==> src/rtl/uart_txf_pkg.sv <==
package uart_txf_pkg;

   typedef enum logic [2:0] {
      PH_IDLE  = 3'd0,
      PH_START = 3'd1,
      PH_DATA  = 3'd2,
      PH_PAR   = 3'd3,
      PH_STOP  = 3'd4
   } txf_phase_e;

   typedef struct packed {
      logic [1:0] wlen;
      logic       stop_long;
      logic       par_en;
      logic       par_type;
      logic       par_force;
   } txf_lctl_t;

endpackage

==> src/rtl/txf_capture.sv <==
module txf_capture
   import uart_txf_pkg::*;
#(
   parameter int DATA_W = 8
) (
   input  logic              clk,
   input  logic              rst_n,
   input  logic              load,
   input  logic [DATA_W-1:0] data_in,
   input  txf_lctl_t         lctl_in,
   output logic [DATA_W-1:0] data_q,
   output txf_lctl_t         lctl_q
);

   always_ff @(posedge clk) begin
      if (!rst_n) begin
         data_q <= '0;
         lctl_q <= '0;
      end else if (load) begin
         data_q <= data_in;
         lctl_q <= lctl_in;
      end
   end

endmodule

==> src/rtl/txf_parity.sv <==
module txf_parity #(
   parameter int DATA_W   = 8,
   parameter int WLEN_W   = 2,
   localparam int MIN_BITS = DATA_W - (1 << WLEN_W) + 1
) (
   input  logic [DATA_W-1:0] data,
   input  logic [WLEN_W-1:0] wlen,
   input  logic              par_type,
   input  logic              par_force,
   output logic              par_bit
);

   logic [DATA_W-1:0] mask;
   logic              ones_odd;

   for (genvar gi = 0; gi < DATA_W; gi++) begin : g_mask
      if (gi < MIN_BITS) begin : g_always
         assign mask[gi] = 1'b1;
      end else begin : g_sel
         assign mask[gi] = (int'(wlen) >= (gi - MIN_BITS + 1));
      end
   end

   assign ones_odd = ^(data & mask);

   always_comb begin
      if (par_force) par_bit = ~par_type;
      else if (par_type) par_bit = ones_odd;
      else par_bit = ~ones_odd;
   end

endmodule

==> src/rtl/txf_sequencer.sv <==
module txf_sequencer
   import uart_txf_pkg::*;
#(
   parameter int OVERSAMPLE = 16,
   parameter int DATA_W     = 8,
   localparam int CNT_W  = $clog2(2 * OVERSAMPLE),
   localparam int IDX_W  = $clog2(DATA_W)
) (
   input  logic             clk,
   input  logic             rst_n,
   input  logic             tick,
   input  logic             start,
   input  logic [IDX_W-1:0] last_idx,
   input  logic             par_en,
   input  logic [CNT_W-1:0] stop_last,
   output txf_phase_e       phase,
   output logic [IDX_W-1:0] bit_idx,
   output logic             busy
);

   localparam logic [CNT_W-1:0] BIT_LAST = CNT_W'(OVERSAMPLE - 1);

   logic [CNT_W-1:0] cnt;
   logic             bit_end;
   logic             stop_end;

   assign bit_end  = tick && (cnt == BIT_LAST);
   assign stop_end = tick && (cnt == stop_last);
   assign busy     = (phase != PH_IDLE);

   always_ff @(posedge clk) begin
      if (!rst_n) begin
         phase   <= PH_IDLE;
         cnt     <= '0;
         bit_idx <= '0;
      end else begin
         case (phase)
            PH_IDLE: begin
               cnt     <= '0;
               bit_idx <= '0;
               if (start) phase <= PH_START;
            end
            PH_START: begin
               if (bit_end) begin
                  cnt   <= '0;
                  phase <= PH_DATA;
               end else if (tick) begin
                  cnt <= cnt + 1'b1;
               end
            end
            PH_DATA: begin
               if (bit_end) begin
                  cnt <= '0;
                  if (bit_idx == last_idx) begin
                     phase <= par_en ? PH_PAR : PH_STOP;
                  end else begin
                     bit_idx <= bit_idx + 1'b1;
                  end
               end else if (tick) begin
                  cnt <= cnt + 1'b1;
               end
            end
            PH_PAR: begin
               if (bit_end) begin
                  cnt   <= '0;
                  phase <= PH_STOP;
               end else if (tick) begin
                  cnt <= cnt + 1'b1;
               end
            end
            PH_STOP: begin
               if (stop_end) begin
                  cnt   <= '0;
                  phase <= PH_IDLE;
               end else if (tick) begin
                  cnt <= cnt + 1'b1;
               end
            end
            default: phase <= PH_IDLE;
         endcase
      end
   end

   AST_DATA_IDX_RANGE: assert property (@(posedge clk) disable iff (!rst_n)
      (phase == PH_DATA) |-> (bit_idx <= last_idx));
   AST_PAR_ONLY_ENABLED: assert property (@(posedge clk) disable iff (!rst_n)
      (phase == PH_PAR) |-> par_en);
   AST_STOP_CNT_BOUND: assert property (@(posedge clk) disable iff (!rst_n)
      (phase == PH_STOP) |-> (cnt <= stop_last));
   AST_STOP_TO_IDLE: assert property (@(posedge clk) disable iff (!rst_n)
      (phase == PH_STOP && stop_end) |=> (phase == PH_IDLE));

endmodule

==> src/rtl/uart_tx_framer.sv <==
module uart_tx_framer
   import uart_txf_pkg::*;
#(
   parameter int OVERSAMPLE = 16,
   parameter int DATA_W     = 8,
   parameter int WLEN_W     = 2,
   parameter bit OUT_REG    = 1'b0
) (
   input  logic              clk,
   input  logic              rst_n,
   input  logic              tick16,
   input  logic              char_valid,
   output logic              char_ready,
   input  logic [DATA_W-1:0] char_data,
   input  logic [WLEN_W-1:0] lc_wlen,
   input  logic              lc_stop,
   input  logic              lc_par_en,
   input  logic              lc_par_type,
   input  logic              lc_par_force,
   output logic              tx_line,
   output logic              tx_busy
);

   localparam int MIN_BITS = DATA_W - (1 << WLEN_W) + 1;
   localparam int CNT_W    = $clog2(2 * OVERSAMPLE);
   localparam int IDX_W    = $clog2(DATA_W);

   if (OVERSAMPLE < 2 || (OVERSAMPLE % 2) != 0) begin : g_bad_os
      $error("OVERSAMPLE must be even and at least 2");
   end
   if (WLEN_W != 2) begin : g_bad_wlen
      $error("WLEN_W must be 2 for the lc_wlen field");
   end
   if (MIN_BITS < 1) begin : g_bad_width
      $error("DATA_W too small for the word length field");
   end

   txf_lctl_t         lctl_in, lctl_q;
   logic [DATA_W-1:0] data_q;
   logic              accept;
   logic              par_bit;
   logic [IDX_W-1:0]  last_idx;
   logic [CNT_W-1:0]  stop_last;
   logic [IDX_W-1:0]  bit_idx;
   txf_phase_e        phase;
   logic              busy;
   logic              line_d;

   assign lctl_in.wlen      = lc_wlen;
   assign lctl_in.stop_long = lc_stop;
   assign lctl_in.par_en    = lc_par_en;
   assign lctl_in.par_type  = lc_par_type;
   assign lctl_in.par_force = lc_par_force;

   assign char_ready = ~busy;
   assign tx_busy    = busy;
   assign accept     = char_valid & char_ready;

   txf_capture #(.DATA_W(DATA_W)) u_capture (
      .clk     (clk),
      .rst_n   (rst_n),
      .load    (accept),
      .data_in (char_data),
      .lctl_in (lctl_in),
      .data_q  (data_q),
      .lctl_q  (lctl_q)
   );

   txf_parity #(.DATA_W(DATA_W), .WLEN_W(WLEN_W)) u_parity (
      .data      (data_q),
      .wlen      (lctl_q.wlen),
      .par_type  (lctl_q.par_type),
      .par_force (lctl_q.par_force),
      .par_bit   (par_bit)
   );

   assign last_idx = IDX_W'(MIN_BITS - 1) + IDX_W'(lctl_q.wlen);

   always_comb begin
      if (!lctl_q.stop_long) stop_last = CNT_W'(OVERSAMPLE - 1);
      else if (lctl_q.wlen == '0) stop_last = CNT_W'(OVERSAMPLE + OVERSAMPLE / 2 - 1);
      else stop_last = CNT_W'(2 * OVERSAMPLE - 1);
   end

   txf_sequencer #(.OVERSAMPLE(OVERSAMPLE), .DATA_W(DATA_W)) u_seq (
      .clk       (clk),
      .rst_n     (rst_n),
      .tick      (tick16),
      .start     (accept),
      .last_idx  (last_idx),
      .par_en    (lctl_q.par_en),
      .stop_last (stop_last),
      .phase     (phase),
      .bit_idx   (bit_idx),
      .busy      (busy)
   );

   always_comb begin
      case (phase)
         PH_START: line_d = 1'b0;
         PH_DATA:  line_d = data_q[bit_idx];
         PH_PAR:   line_d = par_bit;
         default:  line_d = 1'b1;
      endcase
   end

   if (OUT_REG) begin : g_line_reg
      always_ff @(posedge clk) begin
         if (!rst_n) tx_line <= 1'b1;
         else tx_line <= line_d;
      end
   end else begin : g_line_comb
      assign tx_line = line_d;

      AST_IDLE_LINE_HIGH: assert property (@(posedge clk) disable iff (!rst_n)
         !busy |-> tx_line);
      AST_ACCEPT_STARTS: assert property (@(posedge clk) disable iff (!rst_n)
         (char_valid && char_ready) |=> (tx_busy && !tx_line));
      AST_PARITY_SUM: assert property (@(posedge clk) disable iff (!rst_n)
         (phase == PH_PAR && !lctl_q.par_force) |->
         ((((($countones(data_q[MIN_BITS-1:0]) + $countones(data_q[DATA_W-1:MIN_BITS] &
            ((DATA_W-MIN_BITS)'(1) << lctl_q.wlen) - 1'b1)) + (tx_line ? 1 : 0)) % 2) == 1)
          != lctl_q.par_type));
      AST_PARITY_FORCED: assert property (@(posedge clk) disable iff (!rst_n)
         (phase == PH_PAR && lctl_q.par_force) |-> (tx_line != lctl_q.par_type));
   end

   AST_CFG_HELD: assert property (@(posedge clk) disable iff (!rst_n)
      (busy && $past(busy)) |-> ($stable(lctl_q) && $stable(data_q)));

endmodule

==> config.mk <==
export PLATFORM = sky130hd
export DESIGN_NAME = uart_tx_framer
export DESIGN_NICKNAME = d
export VERILOG_FILES = /design/src/rtl/uart_txf_pkg.sv /design/src/rtl/txf_capture.sv /design/src/rtl/txf_parity.sv /design/src/rtl/txf_sequencer.sv /design/src/rtl/uart_tx_framer.sv
export SDC_FILE = /design/constraint.sdc
export NUM_CORES = 1
export LEC_CHECK = 0
export BUFFER_PORTS_ARGS = -buffer_cell sky130_fd_sc_hd__buf_2
export CAP_MARGIN = 10
export CORE_ASPECT_RATIO = 1.5
export CORE_MARGIN = 3
export CORE_UTILIZATION = 45
export CTS_BUF_LIST = sky130_fd_sc_hd__clkbuf_4 sky130_fd_sc_hd__clkbuf_8
export DETAILED_ROUTE_END_ITERATION = 8
export GPL_ROUTABILITY_DRIVEN = 1
export GPL_TIMING_DRIVEN = 1
export HOLD_SLACK_MARGIN = 0.15
export PLACE_DENSITY = 0.68
export SLEW_MARGIN = 25
export SYNTH_ARGS = -nofsm -noshare
export SYNTH_HDL_FRONTEND = slang
export SYNTH_SLANG_ARGS = --single-unit
==> constraint.sdc <==
create_clock -name clk -period 2.1 [get_ports clk]
set_clock_uncertainty 0.1 [all_clocks]
set_input_delay 0.105 -clock clk [delete_from_list [all_inputs] [get_ports clk]]
set_output_delay 0.105 -clock clk [all_outputs]
set_load 0.02 [all_outputs]
==> qor.txt <==
Hold Path Class = input pin to flop
proportion of layout cells with a drive suffix above 1 = 22.5%
area of placed instances = 1560 µm²
Final Hold Vio Count = 0
min-delay src = rst_n
Reg2Reg Setup Slack = 0.15 ns
leading register cell type out of synthesis = dfxtp_1
Slew HR = 68.0%
DR DRC count = 0
register area share after synthesis = 34.9%
hold path endpoint = u_seq.phase[0]$_SDFFE_PN0P_
fraction of registers with async set/reset = 0%
clk_lat worst skew = 0.27 ns
Leakage Power = 0.701 nW
Worst Path Required = 1.89 ns
RSZ-0062 raised after global routing = yes
clk slew on worst S/H paths = 0.09 ns
FF+latch count, synth = 25
dpl hpwl = 2260 µm
R2R Path Start = u_seq.cnt[0]$_SDFFE_PN0P_
P_int = 0.743 mW
GR Util All Layers = 18.2%
Peak supply drop = 363 µV
dpl ws = 0.0863 ns
Clock Sinks = 25
# rows = 24
Synth Instances = 167
Initial DRC Count = 37
Least-Margin Pin Slew = 0.480 ns
critical path's top delay family = XOR/XNOR gates
Num CTS Buffers = 3
final setup margin = -0.0527 ns
DRT Pass-1 Iters = 4
final setup vio count = 1
Worst Path Max Fanout = 4
I/O pin count = 21
deepest clock path buffer count = 2
largest net degree at the start of global routing = 26
Fmax achieved = 465 MHz
status = finished, violations left
fin util = 61.0%
Comb power frac = 18.4%
Layout area overhead = 26.6%
final total power = 0.994 mW
Via density = 5.37
routed wire length per instance = 12.8 µm
syn nets = 188
Buf/Inv on CP = 1
Avg Inst Size Synth = 8.58 µm²
GP Congestion = 0.843
crit-path cells = and3b_2, o21ai_2, xnor3_1, mux2_4, o21ai_1, buf_4
CTS root buf = clkbuf_8
DIE AREA = 3910 µm²
synth unique cells = 45
CTS tree = built
final instance area = 1810 µm²
# diodes = 0
Final Cycle Share = 103%
Crit-path slowest cell = xnor3_1
Worst R2R Path Depth = 8
Post-synth EDFFs = 0
fin nets = 226
max cap viols = 0
FF-to-FF End = u_seq.phase[0]$_SDFFE_PN0P_
vias in the first global route = 1331
htree depth = 1
Die X = 52.1 µm
CP max stage delay = 0.42 ns
Congestion Overflow GR = 0
initial antenna violation count = 0
Initial Utilization = 48.2%
Seq pwr share = 51.5%
Routed Antenna Nets = 0
Arr. time, crit path = 1.95 ns
first-pass GRT wire length = 5420 µm
fin. max-slew vios = 0
synthesized cell area = 1430 µm²
Fillers = 266
CP Class = flop to primary output
Critical Path Start = u_capture.lctl_q[4]$_SDFFE_PN0P_
YS warnings = 0
power per standard cell area = 548 nW/µm²
Tmin final = 2.15 ns
CP startpoint kind = flop
sw frac = 25.3%
clock group share of total power = 30.2%
failing checks = negative setup slack
Psw = 0.252 mW
hold depth = 2
Routed WL = 3100 µm
CP Capture Type = primary output
Port Buf Inserts = 20
routed vias = 1305
core area = 2970 µm²
chip height = 75.1 µm
WP depth = 6
## layer usage
metal  GRT usage (%)  wire length [µm]  up-vias
met5               0                 0        -
met3            2.38               107        8
met2            33.1              1560       35
met1            20.0              1350      601
met4            9.62                74        0
li1                -                 -      661
## metrics by stage
step                hold slack, ns  cells  TNS [ns]
floorplan                    0.140    167         0
global placement             0.247    221         0
detailed placement           0.252    221         0
CTS                          0.158    242   -0.0583
global route                 0.178    243    -0.112
finish                       0.153    243   -0.0527
## logic make-up (layout without fill, tap and decap cells)
group           count (synthesis)  in the layout  synth area share [%]
simple gates                   73             73                  26.0
compound gates                 39             39                  19.0
flops                          25             25                  34.9
buf+inv                        11             48                  3.32
xor+xnor                       10             10                  7.60
mux                             6              6                  6.55
fa+ha+maj                       3              3                  2.62
## cell usage in the layout (no fill, tap or decap), types with 4 or more instances in the layout
cell type      synthesis  final
a21boi_0              15     15
a21boi_1               4      4
and3_1                 4      4
buf_2                  2     19
buf_4                  1      6
dfxtp_1               25     21
dlygate4sd3_1          0     15
nand2_1               37     37
nor2_1                 5      5
nor2b_1                6      6
nor4_1                 6      6
xnor2_1                6      5
## power groups by stage
stage	clock (mW)	sequential (mW)	combinational [mW]
after floorplan	0	0.517	0.120
after global placement	0	0.524	0.153
after detailed placement	0	0.524	0.156
after CTS	0.311	0.512	0.182
after global routing	0.332	0.515	0.200
final	0.300	0.512	0.183
## worst max path at each step
stage                               endpoint
6_report                             tx_line
5_1_grt                              tx_line
4_1_cts                              tx_line
3_5_place_dp   u_seq.bit_idx[1]$_SDFFE_PN0P_
3_3_place_gp                         tx_line
2_1_floorplan    u_seq.phase[0]$_SDFFE_PN0P_
## cells in the mapped netlist, types with 2 or more instances
| cell type | instances | share of area [%] |
|---|---|---|
| o211ai_1 | 2 | 1.0 |
| o21a_1 | 3 | 1.6 |
| nor4b_1 | 2 | 1.2 |
| o21ai_0 | 5 | 1.7 |
| ha_1 | 3 | 2.6 |
| mux2i_1 | 3 | 2.1 |
| a21boi_1 | 4 | 2.1 |
| nand2_1 | 37 | 9.7 |
| a31oi_1 | 3 | 1.3 |
| nor2_1 | 5 | 1.3 |
| and3_1 | 4 | 1.7 |
| nor2b_1 | 6 | 2.6 |
| xor2_1 | 2 | 1.2 |
| nor4_1 | 6 | 2.6 |
| nor3b_1 | 2 | 1.0 |
| xnor2_1 | 6 | 3.7 |
| dfxtp_1 | 25 | 35 |
| buf_2 | 2 | 0.70 |
| clkbuf_1 | 4 | 1.0 |
| a21boi_0 | 15 | 7.9 |
| inv_1 | 3 | 0.79 |
| a21oi_1 | 2 | 0.70 |
## flip-flops by register name, summed over array words and instances (netlist names)
signal	flops
u_capture.data_q	8
u_capture.lctl_q	6
u_seq.cnt	5
u_seq.bit_idx	3
u_seq.phase	3
## timing repair
item,in CTS,in global routing
endpoints found under the setup margin,1,5
endpoints found under the hold margin,15,0
pin swaps,1,1
buffers inserted,2,1
resized for setup,10,4
hold buffers,15,0
## final cells by class
cell class,count,area [µm²],share of cell area (%)
multi-input cells,131,900,49.6
flip-flops and latches,25,510,28.2
repair buffers,40,290,16.0
clock buffers,4,48.8,2.69
well taps,39,48.8,2.69
inverters,4,15.0,0.828
Power figures use the tool's default switching activity.
